===== src/rtl/vlirq_pkg.sv =====
package vlirq_pkg;

   typedef logic [7:0] byte_t;

   typedef enum logic {
      SEQ_DATA = 1'b0,
      SEQ_CMD  = 1'b1
   } seq_e;

   typedef struct packed {
      byte_t mode0;
      byte_t mode1;
      byte_t stsel;
      byte_t line;
   } ctl_regs_t;

   localparam int NUM_FLAGS = 2;
   localparam int FLG_LINE  = 0;
   localparam int FLG_FRAME = 1;

endpackage


===== src/rtl/vlirq_portseq.sv =====
module vlirq_portseq
   import vlirq_pkg::*;
#(
   parameter int REG_MODE0 = 0,
   parameter int REG_MODE1 = 1,
   parameter int REG_STSEL = 15,
   parameter int REG_LINE  = 19
) (
   input  logic      clk,
   input  logic      rst_n,
   input  logic      wr,
   input  byte_t     wdata,
   input  logic      rd,
   output ctl_regs_t regs
);

   localparam int RNUM_W = 6;

   seq_e      state;
   byte_t     hold;
   ctl_regs_t regs_q;

   logic [RNUM_W-1:0] rnum;
   logic              commit;

   assign rnum   = wdata[RNUM_W-1:0];
   assign commit = wr && !rd && (state == SEQ_CMD) && wdata[7];

   always_ff @(posedge clk) begin
      if (!rst_n) begin
         state <= SEQ_DATA;
         hold  <= '0;
      end else if (rd) begin
         state <= SEQ_DATA;
      end else if (wr) begin
         if (state == SEQ_DATA) begin
            hold  <= wdata;
            state <= SEQ_CMD;
         end else begin
            state <= SEQ_DATA;
         end
      end
   end

   always_ff @(posedge clk) begin
      if (!rst_n) begin
         regs_q <= '0;
      end else if (commit) begin
         if (rnum == RNUM_W'(REG_MODE0)) regs_q.mode0 <= hold;
         if (rnum == RNUM_W'(REG_MODE1)) regs_q.mode1 <= hold;
         if (rnum == RNUM_W'(REG_STSEL)) regs_q.stsel <= hold;
         if (rnum == RNUM_W'(REG_LINE))  regs_q.line  <= hold;
      end
   end

   assign regs = regs_q;

endmodule


===== src/rtl/vlirq_flags.sv =====
module vlirq_flags
   import vlirq_pkg::*;
#(
   parameter int LINE_W = 8
) (
   input  logic                 clk,
   input  logic                 rst_n,
   input  logic                 hblank,
   input  logic                 vblank,
   input  logic [LINE_W-1:0]    scan_line,
   input  logic [LINE_W-1:0]    line_cmp,
   input  logic [NUM_FLAGS-1:0] clr,
   output logic [NUM_FLAGS-1:0] flags
);

   logic hb_q, vb_q;
   logic [NUM_FLAGS-1:0] set;

   always_ff @(posedge clk) begin
      if (!rst_n) begin
         hb_q <= 1'b0;
         vb_q <= 1'b0;
      end else begin
         hb_q <= hblank;
         vb_q <= vblank;
      end
   end

   assign set[FLG_LINE]  = hblank && !hb_q && (scan_line == line_cmp);
   assign set[FLG_FRAME] = vblank && !vb_q;

   for (genvar g = 0; g < NUM_FLAGS; g++) begin : g_flag
      logic f_q;
      always_ff @(posedge clk) begin
         if (!rst_n) f_q <= 1'b0;
         else        f_q <= (f_q && !clr[g]) || set[g];
      end
      assign flags[g] = f_q;
   end

endmodule


===== src/rtl/vlirq_irqdly.sv =====
module vlirq_irqdly #(
   parameter int LAG = 2
) (
   input  logic clk,
   input  logic rst_n,
   input  logic src,
   output logic irq
);

   if (LAG == 0) begin : g_direct
      assign irq = src;
   end else if (LAG == 1) begin : g_one
      logic stage;
      always_ff @(posedge clk) begin
         if (!rst_n) stage <= 1'b0;
         else        stage <= src;
      end
      assign irq = stage && src;
   end else begin : g_chain
      logic [LAG-1:0] pipe;
      always_ff @(posedge clk) begin
         if (!rst_n) pipe <= '0;
         else        pipe <= {pipe[LAG-2:0], src};
      end
      assign irq = pipe[LAG-1] && src;
   end

endmodule


===== src/rtl/vlirq_unit.sv =====
module vlirq_unit
   import vlirq_pkg::*;
#(
   parameter int LINE_W      = 8,
   parameter int IRQ_LAG     = 2,
   parameter int REG_MODE0   = 0,
   parameter int REG_MODE1   = 1,
   parameter int REG_STSEL   = 15,
   parameter int REG_LINE    = 19,
   parameter int LINE_IE_BIT = 4,
   parameter int VB_IE_BIT   = 5
) (
   input  logic              clk,
   input  logic              rst_n,
   input  logic [LINE_W-1:0] scan_line,
   input  logic              hblank,
   input  logic              vblank,
   input  logic              cpu_wr,
   input  logic [7:0]        cpu_wdata,
   input  logic              cpu_rd,
   output logic [7:0]        cpu_rdata,
   output logic              irq_req
);

   if (LINE_W < 1 || LINE_W > 8)
      $error("vlirq_unit: LINE_W must be 1..8");
   if (IRQ_LAG < 0 || IRQ_LAG > 16)
      $error("vlirq_unit: IRQ_LAG must be 0..16");
   if (REG_MODE0 > 63 || REG_MODE1 > 63 || REG_STSEL > 63 || REG_LINE > 63)
      $error("vlirq_unit: register numbers must fit six bits");
   if (LINE_IE_BIT > 7 || VB_IE_BIT > 7)
      $error("vlirq_unit: enable bit positions must be 0..7");

   ctl_regs_t            regs;
   logic [NUM_FLAGS-1:0] flags, clr;
   logic [LINE_W-1:0]    line_cmp;
   logic [1:0]           sel;
   byte_t                status, rd_hold;
   logic                 line_flag, vb_flag, line_ie, vb_ie, irq_src;

   vlirq_portseq #(
      .REG_MODE0(REG_MODE0), .REG_MODE1(REG_MODE1),
      .REG_STSEL(REG_STSEL), .REG_LINE(REG_LINE)
   ) u_seq (
      .clk(clk), .rst_n(rst_n), .wr(cpu_wr), .wdata(cpu_wdata),
      .rd(cpu_rd), .regs(regs)
   );

   assign line_cmp = regs.line[LINE_W-1:0];
   assign sel      = regs.stsel[1:0];
   assign line_ie  = regs.mode0[LINE_IE_BIT];
   assign vb_ie    = regs.mode1[VB_IE_BIT];

   vlirq_flags #(.LINE_W(LINE_W)) u_flags (
      .clk(clk), .rst_n(rst_n), .hblank(hblank), .vblank(vblank),
      .scan_line(scan_line), .line_cmp(line_cmp), .clr(clr), .flags(flags)
   );

   assign line_flag = flags[FLG_LINE];
   assign vb_flag   = flags[FLG_FRAME];

   always_comb begin
      status = '0;
      case (sel)
         2'd0:    status[7] = vb_flag;
         2'd1:    status[0] = line_flag;
         2'd2:    begin
                     status[6] = vblank;
                     status[5] = hblank;
                  end
         default: status = '0;
      endcase
   end

   assign clr[FLG_LINE]  = cpu_rd && (sel == 2'd1) && status[0];
   assign clr[FLG_FRAME] = cpu_rd && (sel == 2'd0) && status[7];

   always_ff @(posedge clk) begin
      if (!rst_n)      rd_hold <= '0;
      else if (cpu_rd) rd_hold <= status;
   end

   assign cpu_rdata = rd_hold;
   assign irq_src   = (line_flag && line_ie) || (vb_flag && vb_ie);

   vlirq_irqdly #(.LAG(IRQ_LAG)) u_irq (
      .clk(clk), .rst_n(rst_n), .src(irq_src), .irq(irq_req)
   );

   logic ctl_unused;
   assign ctl_unused = ^{regs.stsel[7:2], regs.line, regs.mode0, regs.mode1};

endmodule


===== config.mk =====
export PLATFORM = sky130hd
export DESIGN_NAME = vlirq_unit
export DESIGN_NICKNAME = d
export VERILOG_FILES = /design/src/rtl/vlirq_pkg.sv /design/src/rtl/vlirq_portseq.sv /design/src/rtl/vlirq_flags.sv /design/src/rtl/vlirq_irqdly.sv /design/src/rtl/vlirq_unit.sv
export SDC_FILE = /design/constraint.sdc
export NUM_CORES = 1
export LEC_CHECK = 0
export BUFFER_PORTS_ARGS = -buffer_cell sky130_fd_sc_hd__buf_4
export CAP_MARGIN = 20
export CORE_UTILIZATION = 35
export DETAILED_ROUTE_END_ITERATION = 8
export HOLD_SLACK_MARGIN = 0.15
export PLACE_DENSITY_LB_ADDON = 0.15
export SYNTH_ARGS = -nofsm -noshare
export SYNTH_HDL_FRONTEND = slang
export SYNTH_SLANG_ARGS = --single-unit

===== constraint.sdc =====
create_clock -name clk -period 1.5 [get_ports clk]
set_input_delay 0.225 -clock clk [delete_from_list [all_inputs] [get_ports clk]]
set_output_delay 0.225 -clock clk [all_outputs]
set_load 0.005 [all_outputs]

* Word-level counts from Yosys, hierarchy flattened
Cells that the tools add are included.
** Storage, ports and cells
- Flip-flop bits (word level) :: 40
- Output and inout port bits :: 9
- Logic and storage cells :: 56
** Operators by class
- Equal/unequal tests :: 6
- Mux-type cells :: 4
- Bitwise operators :: 3
- Reduce and logical (&&, ||, !) cells :: 31
** Operators with widths (number)
- $logic_and A1 B1 Y1 :: 15
- $eq A8 B8 Y1 :: 1
- $reduce_and A2 Y1 :: 4
- $eq A6 B1 Y1 const B :: 1
- $eq A6 B4 Y1 const B :: 1
- $eq A6 B5 Y1 const B :: 1
- $logic_not A6 Y1 :: 1
- $logic_not A1 Y1 :: 5
- $logic_or A1 B1 Y1 :: 3
- $mux W1 :: 3
- $not A1 Y1 :: 3
- $reduce_and A3 Y1 :: 1
- $eq A2 B1 Y1 const B :: 1
- $eq A2 B2 Y1 const B :: 1
- $logic_not A2 Y1 :: 1
- $mux W2 :: 1
- $reduce_or A2 Y1 :: 1

* Logic depth before layout (Yosys ltp)
- Word-level depth :: 6
- Mapped depth :: 5
- Depth with buffers taken out :: 3

* By module
Synthesis repeated with hierarchy kept, for this count alone.
** Second synthesis, totals
- Cell total of the unflattened synthesis :: 200
- Area, all modules :: 2109.5 sq um
** By module, submodules not included
- vlirq_portseq :: times used 1, cells each 148, area an instance 1580.3 sq um
- vlirq_flags :: times used 1, cells each 25, area an instance 245.2 sq um
- vlirq_unit :: times used 1, cells each 22, area an instance 225.2 sq um
- vlirq_irqdly :: times used 1, cells each 5, area an instance 58.8 sq um

* Worst setup path before layout
OpenSTA, ideal clock, no wires.
- Path type :: input to register
- From :: input cpu_wdata[3]
- To :: register u_seq.regs_q, in the netlist u_seq.regs[28]
- Library setup time :: 0.070 ns
- Data arrival time :: 1.327 ns
- Slack :: 0.103 ns
- Cell stages on the path :: 3
- Cells stage by stage :: or4_4 -> or4_1 -> a21oi_1
** On the way
- Longest elaborated chain between the ends :: 2
** Ends and longest elaborated chain
- from (decl) :: line vlirq_unit.sv:19 : input logic [7:0] cpu_wdata,
- $logic_not A6 Y1 :: line vlirq_portseq.sv:49 : if (rnum == RNUM_W'(REG_MODE0)) regs_q.mode0 <= hold;
- $reduce_and A2 Y1 (no source line)
- to (decl) :: line vlirq_portseq.sv:21 : ctl_regs_t regs_q;
No other way between the ends.
A chain may end at the register's enable or synchronous reset.

* Worst setup path after layout
- From :: register u_flags.g_flag[1].f_q
- To :: output irq_req
** On the way
- Longest elaborated chain between the ends :: 3
** Ends and longest elaborated chain
- from (decl) :: line vlirq_flags.sv:33 : logic f_q;
- from (signal assigned) :: line vlirq_flags.sv:36 : else f_q <= (f_q && !clr[g]) || set[g];
- $logic_and A1 B1 Y1 :: line vlirq_unit.sv:84 : assign irq_src = (line_flag && line_ie) || (vb_flag && vb_ie);
- $logic_or A1 B1 Y1 :: line vlirq_unit.sv:84
- $logic_and A1 B1 Y1 :: line vlirq_irqdly.sv:25 : assign irq = pipe[LAG-1] && src;
- to (decl) :: line vlirq_unit.sv:22 : output logic irq_req
No other way between the ends.

==> impl_metrics.env <==
export IMPL_status="completed"
export IMPL_slew_violations=0
export IMPL_instances_no_fill=223
export IMPL_arrival_ns=1.08
export IMPL_async_flop_share=0
export IMPL_post_cts_repair_setup_buffers=0
export IMPL_path_max_fanout=3
export IMPL_synth_common_cells="31 x dfxtp_1, 19 x mux2i_1, 19 x nand2_1"
export IMPL_wl_mm=2.666
export IMPL_antennaDiodeCount=0
export IMPL_dieArea_sq_um=4117
export IMPL_syn_area_per_cell_sq_um=9.525
export IMPL_utilization=0.4627
export IMPL_ant_nets=0
export IMPL_gp_congestion=0.7365
export IMPL_first_pass_iters=4
export IMPL_num_rows=22
export IMPL_cts_tree="yes"
export IMPL_holdBufCountCts=0
export IMPL_synth_most_common_cell="dfxtp_1"
export IMPL_yosysUniqueCellTypes=32
export IMPL_synth_area_leaders="dfxtp_1 46%, mux2i_1 14%, xnor2_1 5.8%"
export IMPL_drt_initial_drc_count=46
export IMPL_critPathKind="reg -> out"
export IMPL_synth_top_area_frac=0.4588
export IMPL_cts_path_max_buffers=2
export IMPL_grt_start_max_net_pins=25
export IMPL_drc=0
export IMPL_worstSkewPairLatency_ns=0.28
export IMPL_postCtsResizedCells=0
export IMPL_viasPerCell=4.726
export IMPL_cts_sinks=31
export IMPL_drive_above_1_share=0.2400
export IMPL_grt_pass1_vias=991
export IMPL_r2r_slack_ns=0.31
export IMPL_p_seq_frac=0.495
export IMPL_htreeDepth=2
export IMPL_reg2reg_from="u_seq.state$_SDFFE_PP0P_"
export IMPL_num_io_pins=31
export IMPL_cap_viol_max_count=0
export IMPL_dieWidth_um=64.17
export IMPL_synthToLayoutAreaGrowth_pct=26.18
export IMPL_rsz0062_at_grt="false"
export IMPL_cp_end_kind="output port"
export IMPL_r2r_end="u_seq.regs[28]$_SDFFE_PN0P_"
export IMPL_yosysTopAreaCell="dfxtp_1"
export IMPL_whs_ns=0.1762
export IMPL_coreArea_sq_um=3689
export IMPL_hold_start="vblank"
export IMPL_cp_start_kind="flop"
export IMPL_avgRoutedWirePerCell_um=11.96
export IMPL_combPwrFrac=0.088
export IMPL_port_buffers=26
export IMPL_holdPathStages=2
export IMPL_power_leakage_nw=0.7130
export IMPL_hold_viol=0
export IMPL_r2r_worst_path_cells=3
export IMPL_vias=1054
export IMPL_synth_edf_count=0
export IMPL_floorplan_initialDensity=0.3667
export IMPL_synth_warnings=0
export IMPL_fin_worst_skew_ns=0.003022
export IMPL_fp_dieH_um=64.17
export IMPL_fin_crit_sh=0.8720
export IMPL_grt_usage=0.1441
export IMPL_required_ns=1.27
export IMPL_syn_inst=142
export IMPL_dp_cells=215
export IMPL_synth_seq_cells=31
export IMPL_antenna_found_initial=0
export IMPL_seq_area_frac_synth=0.4588
export IMPL_syn_area_sq_um=1353
export IMPL_synth_main_ff_cell="dfxtp_1"
export IMPL_fmax_ghz=0.7646
export IMPL_p_clk_frac=0.417
export IMPL_vdd_drop_max_mv=0.4518
export IMPL_nets=196
export IMPL_cts_root_buffer="clkbuf_8"
export IMPL_hp_class="in -> reg"
export IMPL_grt_overflow=0
export IMPL_netSwitchingPower_mw=0.3780
export IMPL_p_int_mw=1.341
export IMPL_grt_pass1_wl_mm=4.491
export IMPL_hpwl_mm=1.971
export IMPL_clkSlewWorstSetupHoldPaths_ns=0.06
export IMPL_cellPowerDensity_nw_per_um2=1007
export IMPL_post_route_min_period_ns=1.308
export IMPL_switching_share=0.2199
export IMPL_setup_violations=0
export IMPL_whs_endpoint="u_flags.vb_q$_SDFF_PN0_"
export IMPL_cts_buffers=5
export IMPL_finalPower_mw=1.719
-- worst max-delay path by stage --
stage	startpoint	to	slack (ns)	cells after the start
2_1_floorplan	cpu_wdata[3]	u_seq.regs[28]$_SDFFE_PN0P_	0.10	3
3_3_place_gp	cpu_wdata[3]	u_seq.regs[28]$_SDFFE_PN0P_	-0.03	4
3_5_place_dp	cpu_wdata[3]	u_seq.regs[28]$_SDFFE_PN0P_	-0.07	4
4_1_cts	u_flags.g_flag[1].f_q$_SDFF_PN0_	irq_req	0.17	3
5_1_grt	u_flags.g_flag[1].f_q$_SDFF_PN0_	irq_req	0.10	3
6_report	u_flags.g_flag[1].f_q$_SDFF_PN0_	irq_req	0.19	3
-- cells in the final DEF, fill, tap and decap left out, drive strengths merged, types with 2 or more instances in the layout --
master	n
dfxtp	31
nand3	3
xnor2	9
nand2b	7
inv	3
nand2	19
conb	4
nor2	9
nor2b	2
a21oi	6
clkbuf	8
o31ai	2
nand4	4
nand3b	2
mux2i	19
buf	31
and4bb	2
and2	3
or4	2
-- power by group through the flow --
stage	registers (mW)	logic (mW)	clock network, mW
after global placement	0.869	0.149	0
after floorplan	0.867	0.0821	0
after detailed placement	0.869	0.152	0
after CTS	0.851	0.152	0.728
after global routing	0.854	0.167	0.769
final	0.852	0.151	0.717
-- final cells by class --
| type | count | area, sq um |
|---|---|---|
| sequential | 31 | 620.6 |
| multi-input combinational | 102 | 681.9 |
| timing repair buffer | 31 | 232.7 |
| inverter | 3 | 11.26 |
| fill | 378 | 1982 |
| tap | 48 | 60.06 |
| clock buffer | 8 | 100.1 |
-- registers in the layout, indices dropped and copies added, names as in the netlist --
signal	flops
u_flags.hb_q	1
u_seq.regs	12
u_seq.state	1
u_flags.vb_q	1
cpu_rdata	4
u_seq.hold	8
u_irq.g_chain.pipe	2
u_flags.g_flag.f_q	2
-- kinds of logic after synthesis --
logic type / share of synthesized area
compound gates: 0.04810
xor+xnor: 0.05828
buf+inv: 0.04532
flops: 0.4588
mux: 0.1406
other cells: 0.002773
simple gates: 0.2461
-- critical path, stage by stage, from the launching register on --
cell and delay [ns]:
dfxtp_1 0.33, a22oi_1 0.26, nor2b_1 0.08, buf_4 0.14
-- stage by stage --
step | instance area, sq um | worst slack, ns | setup TNS [ns]
3_3_place_gp | 1607 | -0.03140 | -0.03140
2_1_floorplan | 1364 | 0.1032 | 0
6_report | 1707 | 0.1921 | 0
4_1_cts | 1707 | 0.1725 | 0
5_1_grt | 1707 | 0.1008 | 0
3_5_place_dp | 1607 | -0.07007 | -0.07007
-- metal layers --
| layer | track usage | part of all wire |
|---|---|---|
| met1 | 0.1868 | 0.49 |
| met2 | 0.2221 | 0.45 |
| met4 | 0.05000 | 0.012 |
| met3 | 0.04821 | 0.046 |
| met5 | 0 | 0 |
Note: power is estimated with default switching activity, not from simulation.
